File: src/rtl/cpu16_pkg.sv
`timescale 1ns/1ps
package cpu16_pkg;
    localparam int XLEN = 16;
    localparam int NREG = 16;
    localparam int RIDX = $clog2(NREG);

    typedef logic [XLEN-1:0] word_t;

    localparam logic [3:0] OP_SRV  = 4'b1000;
    localparam logic [3:0] OP_SHL  = 4'b1001;
    localparam logic [3:0] OP_SHR  = 4'b1010;
    localparam logic [3:0] OP_SRA  = 4'b1011;
    localparam logic [3:0] OP_MEM  = 4'b0111;
    localparam logic [3:0] OP_BEQ  = 4'b1100;
    localparam logic [3:0] OP_BNE  = 4'b1101;
    localparam logic [3:0] OP_ALUI = 4'b1110;
    localparam logic [3:0] OP_MEMX = 4'b1111;
    localparam logic [3:0] SUB_JMP = 4'b0000;
    localparam logic [3:0] SUB_ST  = 4'b1110;
    localparam logic [3:0] SUB_LD  = 4'b1111;

    typedef enum logic [3:0] {
        ALU_ADD, ALU_SUB, ALU_SGT, ALU_SGE, ALU_AND, ALU_OR, ALU_XOR,
        ALU_SHL, ALU_SHR, ALU_SRA, ALU_SRV
    } alu_op_e;

    typedef enum logic [2:0] {
        K_ALU, K_LOAD, K_STORE, K_JUMP, K_BEQ, K_BNE, K_NOP, K_ILL
    } kind_e;

    typedef enum logic [1:0] { OPB_REG, OPB_IMM, OPB_SH4 } opb_e;

    typedef enum logic [2:0] {
        S_FETCH, S_DECODE, S_IMM, S_EXEC, S_WB, S_HALT
    } state_e;

    typedef struct packed {
        kind_e           kind;
        alu_op_e         alu;
        opb_e            opb;
        logic            two_word;
        logic [RIDX-1:0] rd;
        logic [RIDX-1:0] ra;
        logic [RIDX-1:0] rb;
    } dec_t;

    function automatic logic has_imm_word(input logic [3:0] op);
        return (op & 4'b1100) == 4'b1100;
    endfunction

    // Shared selector code for register-register opcodes and immediate subfunctions
    function automatic alu_op_e sel_to_alu(input logic [3:0] sel);
        case (sel)
            4'd0:    return ALU_ADD;
            4'd1:    return ALU_AND;
            4'd2:    return ALU_OR;
            4'd3:    return ALU_XOR;
            4'd4:    return ALU_SUB;
            4'd5:    return ALU_SGT;
            default: return ALU_SGE;
        endcase
    endfunction
endpackage

File: src/rtl/cpu16_regfile.sv
`timescale 1ns/1ps
module cpu16_regfile
    import cpu16_pkg::*;
#(
    parameter int N = NREG,
    parameter int W = XLEN,
    localparam int IW = $clog2(N)
) (
    input  logic          clk,
    input  logic          rst,
    input  logic          we,
    input  logic [IW-1:0] wa,
    input  logic [W-1:0]  wd,
    input  logic [IW-1:0] ra1,
    input  logic [IW-1:0] ra2,
    input  logic [IW-1:0] ra3,
    output logic [W-1:0]  rd1,
    output logic [W-1:0]  rd2,
    output logic [W-1:0]  rd3
);
    logic [W-1:0] regs [N];

    for (genvar g = 0; g < N; g++) begin : g_reg
        always_ff @(posedge clk) begin
            if (rst)
                regs[g] <= '0;
            else if (we && (wa == IW'(g)) && (g != 0))
                regs[g] <= wd;
        end
    end

    assign rd1 = (ra1 == '0) ? '0 : regs[ra1];
    assign rd2 = (ra2 == '0) ? '0 : regs[ra2];
    assign rd3 = (ra3 == '0) ? '0 : regs[ra3];
endmodule

File: src/rtl/cpu16_decode.sv
`timescale 1ns/1ps
module cpu16_decode
    import cpu16_pkg::*;
(
    input  word_t ir,
    output dec_t  dec
);
    logic [3:0] op, fn;
    assign op = ir[15:12];
    assign fn = ir[3:0];

    always_comb begin
        dec          = '0;
        dec.rd       = ir[11:8];
        dec.ra       = ir[7:4];
        dec.rb       = ir[3:0];
        dec.two_word = has_imm_word(op);
        dec.kind     = K_ALU;
        dec.opb      = OPB_REG;
        dec.alu      = ALU_ADD;
        case (op)
            OP_SRV: dec.alu = ALU_SRV;
            OP_SHL: begin dec.alu = ALU_SHL; dec.opb = OPB_SH4; end
            OP_SHR: begin dec.alu = ALU_SHR; dec.opb = OPB_SH4; end
            OP_SRA: begin dec.alu = ALU_SRA; dec.opb = OPB_SH4; end
            OP_BEQ: dec.kind = K_BEQ;
            OP_BNE: dec.kind = K_BNE;
            OP_MEM, OP_MEMX: begin
                case (fn)
                    SUB_ST:  dec.kind = K_STORE;
                    SUB_LD:  dec.kind = K_LOAD;
                    SUB_JMP: dec.kind = K_JUMP;
                    default: dec.kind = K_ILL;
                endcase
            end
            OP_ALUI: begin
                dec.opb = OPB_IMM;
                dec.alu = sel_to_alu(fn);
                if (fn > 4'd6) dec.kind = K_NOP;
            end
            default: dec.alu = sel_to_alu(op);
        endcase
    end
endmodule

File: src/rtl/cpu16_alu.sv
`timescale 1ns/1ps
module cpu16_alu
    import cpu16_pkg::*;
(
    input  alu_op_e op,
    input  word_t   a,
    input  word_t   b,
    output word_t   y
);
    word_t neg_b;
    assign neg_b = -b;

    always_comb begin
        case (op)
            ALU_ADD: y = a + b;
            ALU_SUB: y = a - b;
            ALU_AND: y = a & b;
            ALU_OR:  y = a | b;
            ALU_XOR: y = a ^ b;
            ALU_SGT: y = {{(XLEN-1){1'b0}}, ($signed(a) > $signed(b))};
            ALU_SGE: y = {{(XLEN-1){1'b0}}, ($signed(a) >= $signed(b))};
            ALU_SHL: y = a << b;
            ALU_SHR: y = a >> b;
            ALU_SRA: y = word_t'($signed(a) >>> b);
            ALU_SRV: y = b[XLEN-1] ? word_t'($signed(a) >>> neg_b) : (a << b);
            default: y = '0;
        endcase
    end
endmodule

File: src/rtl/cpu16_core.sv
`timescale 1ns/1ps
module cpu16_core
    import cpu16_pkg::*;
(
    input  logic        clk,
    input  logic        rst,
    output logic [15:0] mem_addr,
    output logic [15:0] mem_wdata,
    output logic        mem_we,
    output logic        mem_re,
    input  logic [15:0] mem_rdata,
    output logic        illegal_halt
);
    state_e state_q;
    word_t  pc_q, ir_q, imm_q;
    logic   illegal_q;

    dec_t   dec;
    word_t  a_val, b_val, d_val, opb_val, alu_y, next_seq, eff_addr;
    logic   rf_we, taken;
    word_t  rf_wd;

    cpu16_decode u_dec (.ir(ir_q), .dec(dec));

    cpu16_regfile #(.N(NREG), .W(XLEN)) u_rf (
        .clk(clk), .rst(rst), .we(rf_we), .wa(dec.rd), .wd(rf_wd),
        .ra1(dec.ra), .ra2(dec.rb), .ra3(dec.rd),
        .rd1(a_val), .rd2(b_val), .rd3(d_val)
    );

    always_comb begin
        case (dec.opb)
            OPB_IMM: opb_val = imm_q;
            OPB_SH4: opb_val = {{(XLEN-4){1'b0}}, ir_q[3:0]};
            default: opb_val = b_val;
        endcase
    end

    cpu16_alu u_alu (.op(dec.alu), .a(a_val), .b(opb_val), .y(alu_y));

    assign next_seq = pc_q + (dec.two_word ? word_t'(2) : word_t'(1));
    assign eff_addr = a_val + (dec.two_word ? imm_q : '0);
    assign taken    = (dec.kind == K_BEQ) ? (a_val == b_val) :
                      (dec.kind == K_BNE) ? (a_val != b_val) : 1'b0;

    always_comb begin
        mem_addr  = pc_q;
        mem_wdata = d_val;
        mem_we    = 1'b0;
        mem_re    = 1'b0;
        rf_we     = 1'b0;
        rf_wd     = alu_y;
        case (state_q)
            S_FETCH: mem_re = 1'b1;
            S_DECODE: begin
                if (has_imm_word(mem_rdata[15:12])) begin
                    mem_re   = 1'b1;
                    mem_addr = pc_q + word_t'(1);
                end
            end
            S_EXEC: begin
                case (dec.kind)
                    K_ALU:   rf_we = 1'b1;
                    K_STORE: begin mem_we = 1'b1; mem_addr = eff_addr; end
                    K_LOAD:  begin mem_re = 1'b1; mem_addr = eff_addr; end
                    K_JUMP:  begin rf_we = 1'b1; rf_wd = next_seq; end
                    K_BEQ, K_BNE: begin rf_we = taken; rf_wd = next_seq; end
                    default: ;
                endcase
            end
            S_WB: begin rf_we = 1'b1; rf_wd = mem_rdata; end
            default: ;
        endcase
    end

    always_ff @(posedge clk) begin
        if (rst) begin
            state_q   <= S_FETCH;
            pc_q      <= '0;
            ir_q      <= '0;
            imm_q     <= '0;
            illegal_q <= 1'b0;
        end else begin
            case (state_q)
                S_FETCH: state_q <= S_DECODE;
                S_DECODE: begin
                    ir_q    <= mem_rdata;
                    state_q <= has_imm_word(mem_rdata[15:12]) ? S_IMM : S_EXEC;
                end
                S_IMM: begin
                    imm_q   <= mem_rdata;
                    state_q <= S_EXEC;
                end
                S_EXEC: begin
                    state_q <= S_FETCH;
                    case (dec.kind)
                        K_LOAD:  state_q <= S_WB;
                        K_ILL: begin
                            illegal_q <= 1'b1;
                            state_q   <= S_HALT;
                        end
                        K_JUMP:  pc_q <= eff_addr;
                        K_BEQ, K_BNE: pc_q <= taken ? imm_q : next_seq;
                        default: pc_q <= next_seq;
                    endcase
                end
                S_WB: begin
                    pc_q    <= next_seq;
                    state_q <= S_FETCH;
                end
                default: state_q <= S_HALT;
            endcase
        end
    end

    assign illegal_halt = illegal_q;
endmodule

File: config.mk
export PLATFORM = sky130hd
export DESIGN_NAME = cpu16_core
export DESIGN_NICKNAME = d
export VERILOG_FILES = /design/src/rtl/cpu16_pkg.sv /design/src/rtl/cpu16_regfile.sv /design/src/rtl/cpu16_decode.sv /design/src/rtl/cpu16_alu.sv /design/src/rtl/cpu16_core.sv
export SDC_FILE = /design/constraint.sdc
export NUM_CORES = 1
export LEC_CHECK = 0
export CAP_MARGIN = 20
export CELL_PAD_IN_SITES_DETAIL_PLACEMENT = 1
export CELL_PAD_IN_SITES_GLOBAL_PLACEMENT = 2
export CORE_ASPECT_RATIO = 1.4
export CORE_MARGIN = 2
export CORE_UTILIZATION = 39
export CTS_CLUSTER_SIZE = 20
export DETAILED_ROUTE_END_ITERATION = 7
export DONT_BUFFER_PORTS = 1
export MAX_ROUTING_LAYER = met4
export PLACE_DENSITY = 0.87
export SETUP_SLACK_MARGIN = 0.05
export SLEW_MARGIN = 20
export SYNTH_ARGS = -nofsm -noshare
export SYNTH_HDL_FRONTEND = slang
export SYNTH_SLANG_ARGS = --single-unit
File: constraint.sdc
create_clock -name clk -period 17 [get_ports clk]
set_input_delay 0.85 -clock clk [delete_from_list [all_inputs] [get_ports clk]]
set_output_delay 0.85 -clock clk [all_outputs]
set_load 0.01 [all_outputs]
==> flow_summary.ini <==
[routing]
totalWireLength_um = 133000
via_count = 25300
drt_first_pass_iters = 6
wl_per_cell_um = 37.7
drc = 0
antenna_left = 0
viasPerCell = 7.15
drt_iter0_markers = 2796

[place]
io_buffers = 0
placed_cell_area_um2 = 26900
post-place-cells = 3475
place_ws_ns = 8.57
place.gp.congestion = 1.05
hpwlAfterDp_um = 95500

[layout]
fin_cells = 3540
finalInstanceArea_um2 = 28100
drive_gt1_share_pct = 17.1
syn2layout_area_growth_pct = 7.62
fin_nets = 2745

[power_and_ir_drop]
ir_drop_uv = 113
power_density_nw_per_um2 = 98.7
p_leak_nw = 9.66

[critical_path]
regToRegSetupSlack_ns = 8.14
start_kind = register
end_kind = register
r2r-start = ir_q[15]
r2r_end = u_rf.regs[2][10]
critical_path_class = reg -> reg
required_ns = 17.30
critical_path_arrival_ns = 9.17
rr_worst_depth = 23
crit_fanout = 50

[global_route]
busiest_layer = met2
use_met1_pct = 41.5
antenna_found_initial = 7
globalRouteTotalUtil_pct = 39.5
grt_pass1_wl_um = 190000
first_global_vias = 25900
grt_use_met3_pct = 9.20
grt_overflow_total = 0
met2_usage_pct = 63.2
grt_max_degree = 63

[sta]
fin_skew_ns = 0.0663
rsz0062_at_grt = no
finalWorstSetupSlack_ns = 8.14
post-route-period-util_pct = 52.1
setup-tns-final_ns = 0
hold_ws_ns = 0.261
clock.fmax_ghz = 0.113
fin_crit_ns = 8.86
worstMarginPinSlew_ns = 1.15
drv_slew = 0
setup_viol = 0
max-slew-margin-rel_pct = 23.3
final-hold-violation-count = 0

[hold_path]
holdPathStages = 1
min_to = ir_q[13]
hp-class = in -> reg
hp-start = rst

[cts]
insertion_delay_ns = 0.66
htree_levels = 1
root_buffer = clkbuf_16
cts_resized = 0
cts_buffers = 31
clk_pin_slew_ns = 0.07
cts-hold-fix-buffers = 0
cts.sinks = 304
cts_buffer_depth = 3
cts_setup_buffers = 0
cts_tree = done

[die]
initial_core_util_pct = 39.3
dieHeight_um = 310
die_area_um2 = 69000
coreArea_um2 = 66400
ios = 53
row_count = 112
die_width_um = 223

[synth]
synth_seq_area_share_pct = 32.5
yosys_warnings = 0
synth_fp_nets = 2850
synth-async-reset-ratio_pct = 0
postSynthCellCount = 2758
synth.cell_area_um2 = 26100
syn_avg_cell_area_um2 = 9.46
synth_edf_count = 240
ys_seq_elements = 304
synth.distinct_cells = 117
ys.flop_type = edfxtp_1

[run]
drv_cap = 0

[run_status]
status = finished clean
power breakdown:
group          switching, mW  leakage (nW)  internal [mW]  total [mW]
Combinational          0.761          6.08          0.330        1.09
Sequential            0.0574          3.01          0.832       0.889
Clock                  0.339         0.572          0.451       0.790
Total                   1.16          9.66           1.61        2.77
synthesized netlist by cell type (10+ instances only):
cell type | number | area (um2)
nand2_1 | 230 | 863
xor2_1 | 18 | 158
nand4_1 | 19 | 119
buf_2 | 58 | 290
nor3_1 | 63 | 315
a31oi_1 | 18 | 113
buf_4 | 13 | 97.6
buf_6 | 18 | 203
o21ai_0 | 115 | 576
a22o_1 | 40 | 350
ha_1 | 70 | 876
xnor2_1 | 43 | 377
nand3_1 | 56 | 280
a21oi_1 | 180 | 901
mux2_2 | 45 | 507
a22oi_1 | 18 | 135
dfxtp_1 | 64 | 1280
inv_1 | 65 | 244
clkbuf_1 | 123 | 462
mux2i_1 | 128 | 1280
and2_1 | 13 | 81.3
nor2_4 | 12 | 135
a21o_1 | 29 | 218
o221ai_1 | 17 | 149
a221oi_1 | 40 | 350
edfxtp_1 | 240 | 7210
a211oi_1 | 31 | 233
nor2_1 | 408 | 1530
or3_1 | 12 | 75.1
o31ai_1 | 16 | 120
o21bai_1 | 10 | 75.1
nor2b_1 | 41 | 257
o211ai_1 | 26 | 195
o22ai_1 | 28 | 175
or2_2 | 10 | 62.6
and3_1 | 28 | 175
nor4_1 | 23 | 144
buf_1 | 18 | 67.6
nand2b_1 | 25 | 156
mux4_2 | 135 | 3040
layer usage:
layer | up-vias | part of all wire [%]
met2 | 1727 | 47
met3 | 705 | 9.6
met4 | 0 | 11
met5 | - | 0
li1 | 10300 | -
met1 | 12600 | 33
critical path, stage by stage, from the launching register on:
cell and delay, ns:
dfxtp_1 0.94, nand2b_1 0.43, or2_2 0.42, ha_1 0.64
nand3_4 0.30, nor3_1 0.78, or2_2 0.25, buf_4 0.55
ha_1 0.29, inv_1 0.07, fa_1 0.44, a21oi_1 0.19
o21bai_1 0.10, a21o_1 0.19, a21oi_1 0.20, o21bai_1 0.08
a21oi_1 0.33, o21bai_1 0.11, a221o_1 0.32, xor2_1 0.25
a211oi_1 0.46, a21oi_1 0.18, a221oi_4 0.77, nor2_1 0.17
sequential cells by signal (all words and copies together) (netlist names), named ones only:
name and count:
u_rf.regs 240, imm_q 16, ir_q 16, pc_q 16, state_q 3, illegal_halt 1
cells in the final DEF, fill, tap and decap left out, drive strengths merged, types with 23 or more instances in the layout:
master	instances
nor3	68
xnor2	43
dfxtp	64
nor4	24
o211ai	27
o21ai	120
mux2i	128
nor2b	41
nand2	231
o22ai	28
nor2	423
a21o	29
a22o	40
nand4	23
a211oi	32
a21oi	181
mux2	49
nand2b	25
clkbuf	36
nand3	68
edfxtp	240
buf	93
mux4	135
ha	70
inv	75
a221oi	42
and3	29
metrics by stage:
stage               util [%]  power [mW]
floorplan                  -        1.56
global placement        40.4        1.93
detailed placement      40.5        1.94
CTS                     42.2        2.72
global route            42.3        2.84
finish                  42.3        2.77
how the worst max path moves through the flow:
| stage | from | endpoint | slack (ns) | cells past startpoint |
|---|---|---|---|---|
| CTS | ir_q[15] | u_rf.regs[2][10] | 8.40 | 24 |
| floorplan | ir_q[13] | u_rf.regs[1][10] | 10.92 | 28 |
| detailed placement | ir_q[15] | u_rf.regs[12][10] | 8.57 | 24 |
| finish | ir_q[15] | u_rf.regs[2][10] | 8.14 | 23 |
| global placement | ir_q[15] | u_rf.regs[2][9] | 8.64 | 18 |
| global route | ir_q[15] | u_rf.regs[2][10] | 7.94 | 24 |
cells by family after synthesis:
kind of cell	Yosys count	synth area share, %
DFF	304	32.5
and+or+nand+nor	990	18.1
adders and majority gates	75	3.70
muxes	312	18.7
buffers and inverters	304	5.44
xor gates and xnor gates	61	2.05
AOI/OAI and AO/OA	712	19.5
cell type report:
class	instances	area [um2]
clock inverters	22	283
clock buffers	36	878
well taps	855	1070
flip-flops and latches	304	8510
fillers	7538	38400
multi-input cells	2150	16300
inverters	73	279
repair buffers	93	698
diodes	7	17.5
(Power assumes the default switching activity.)
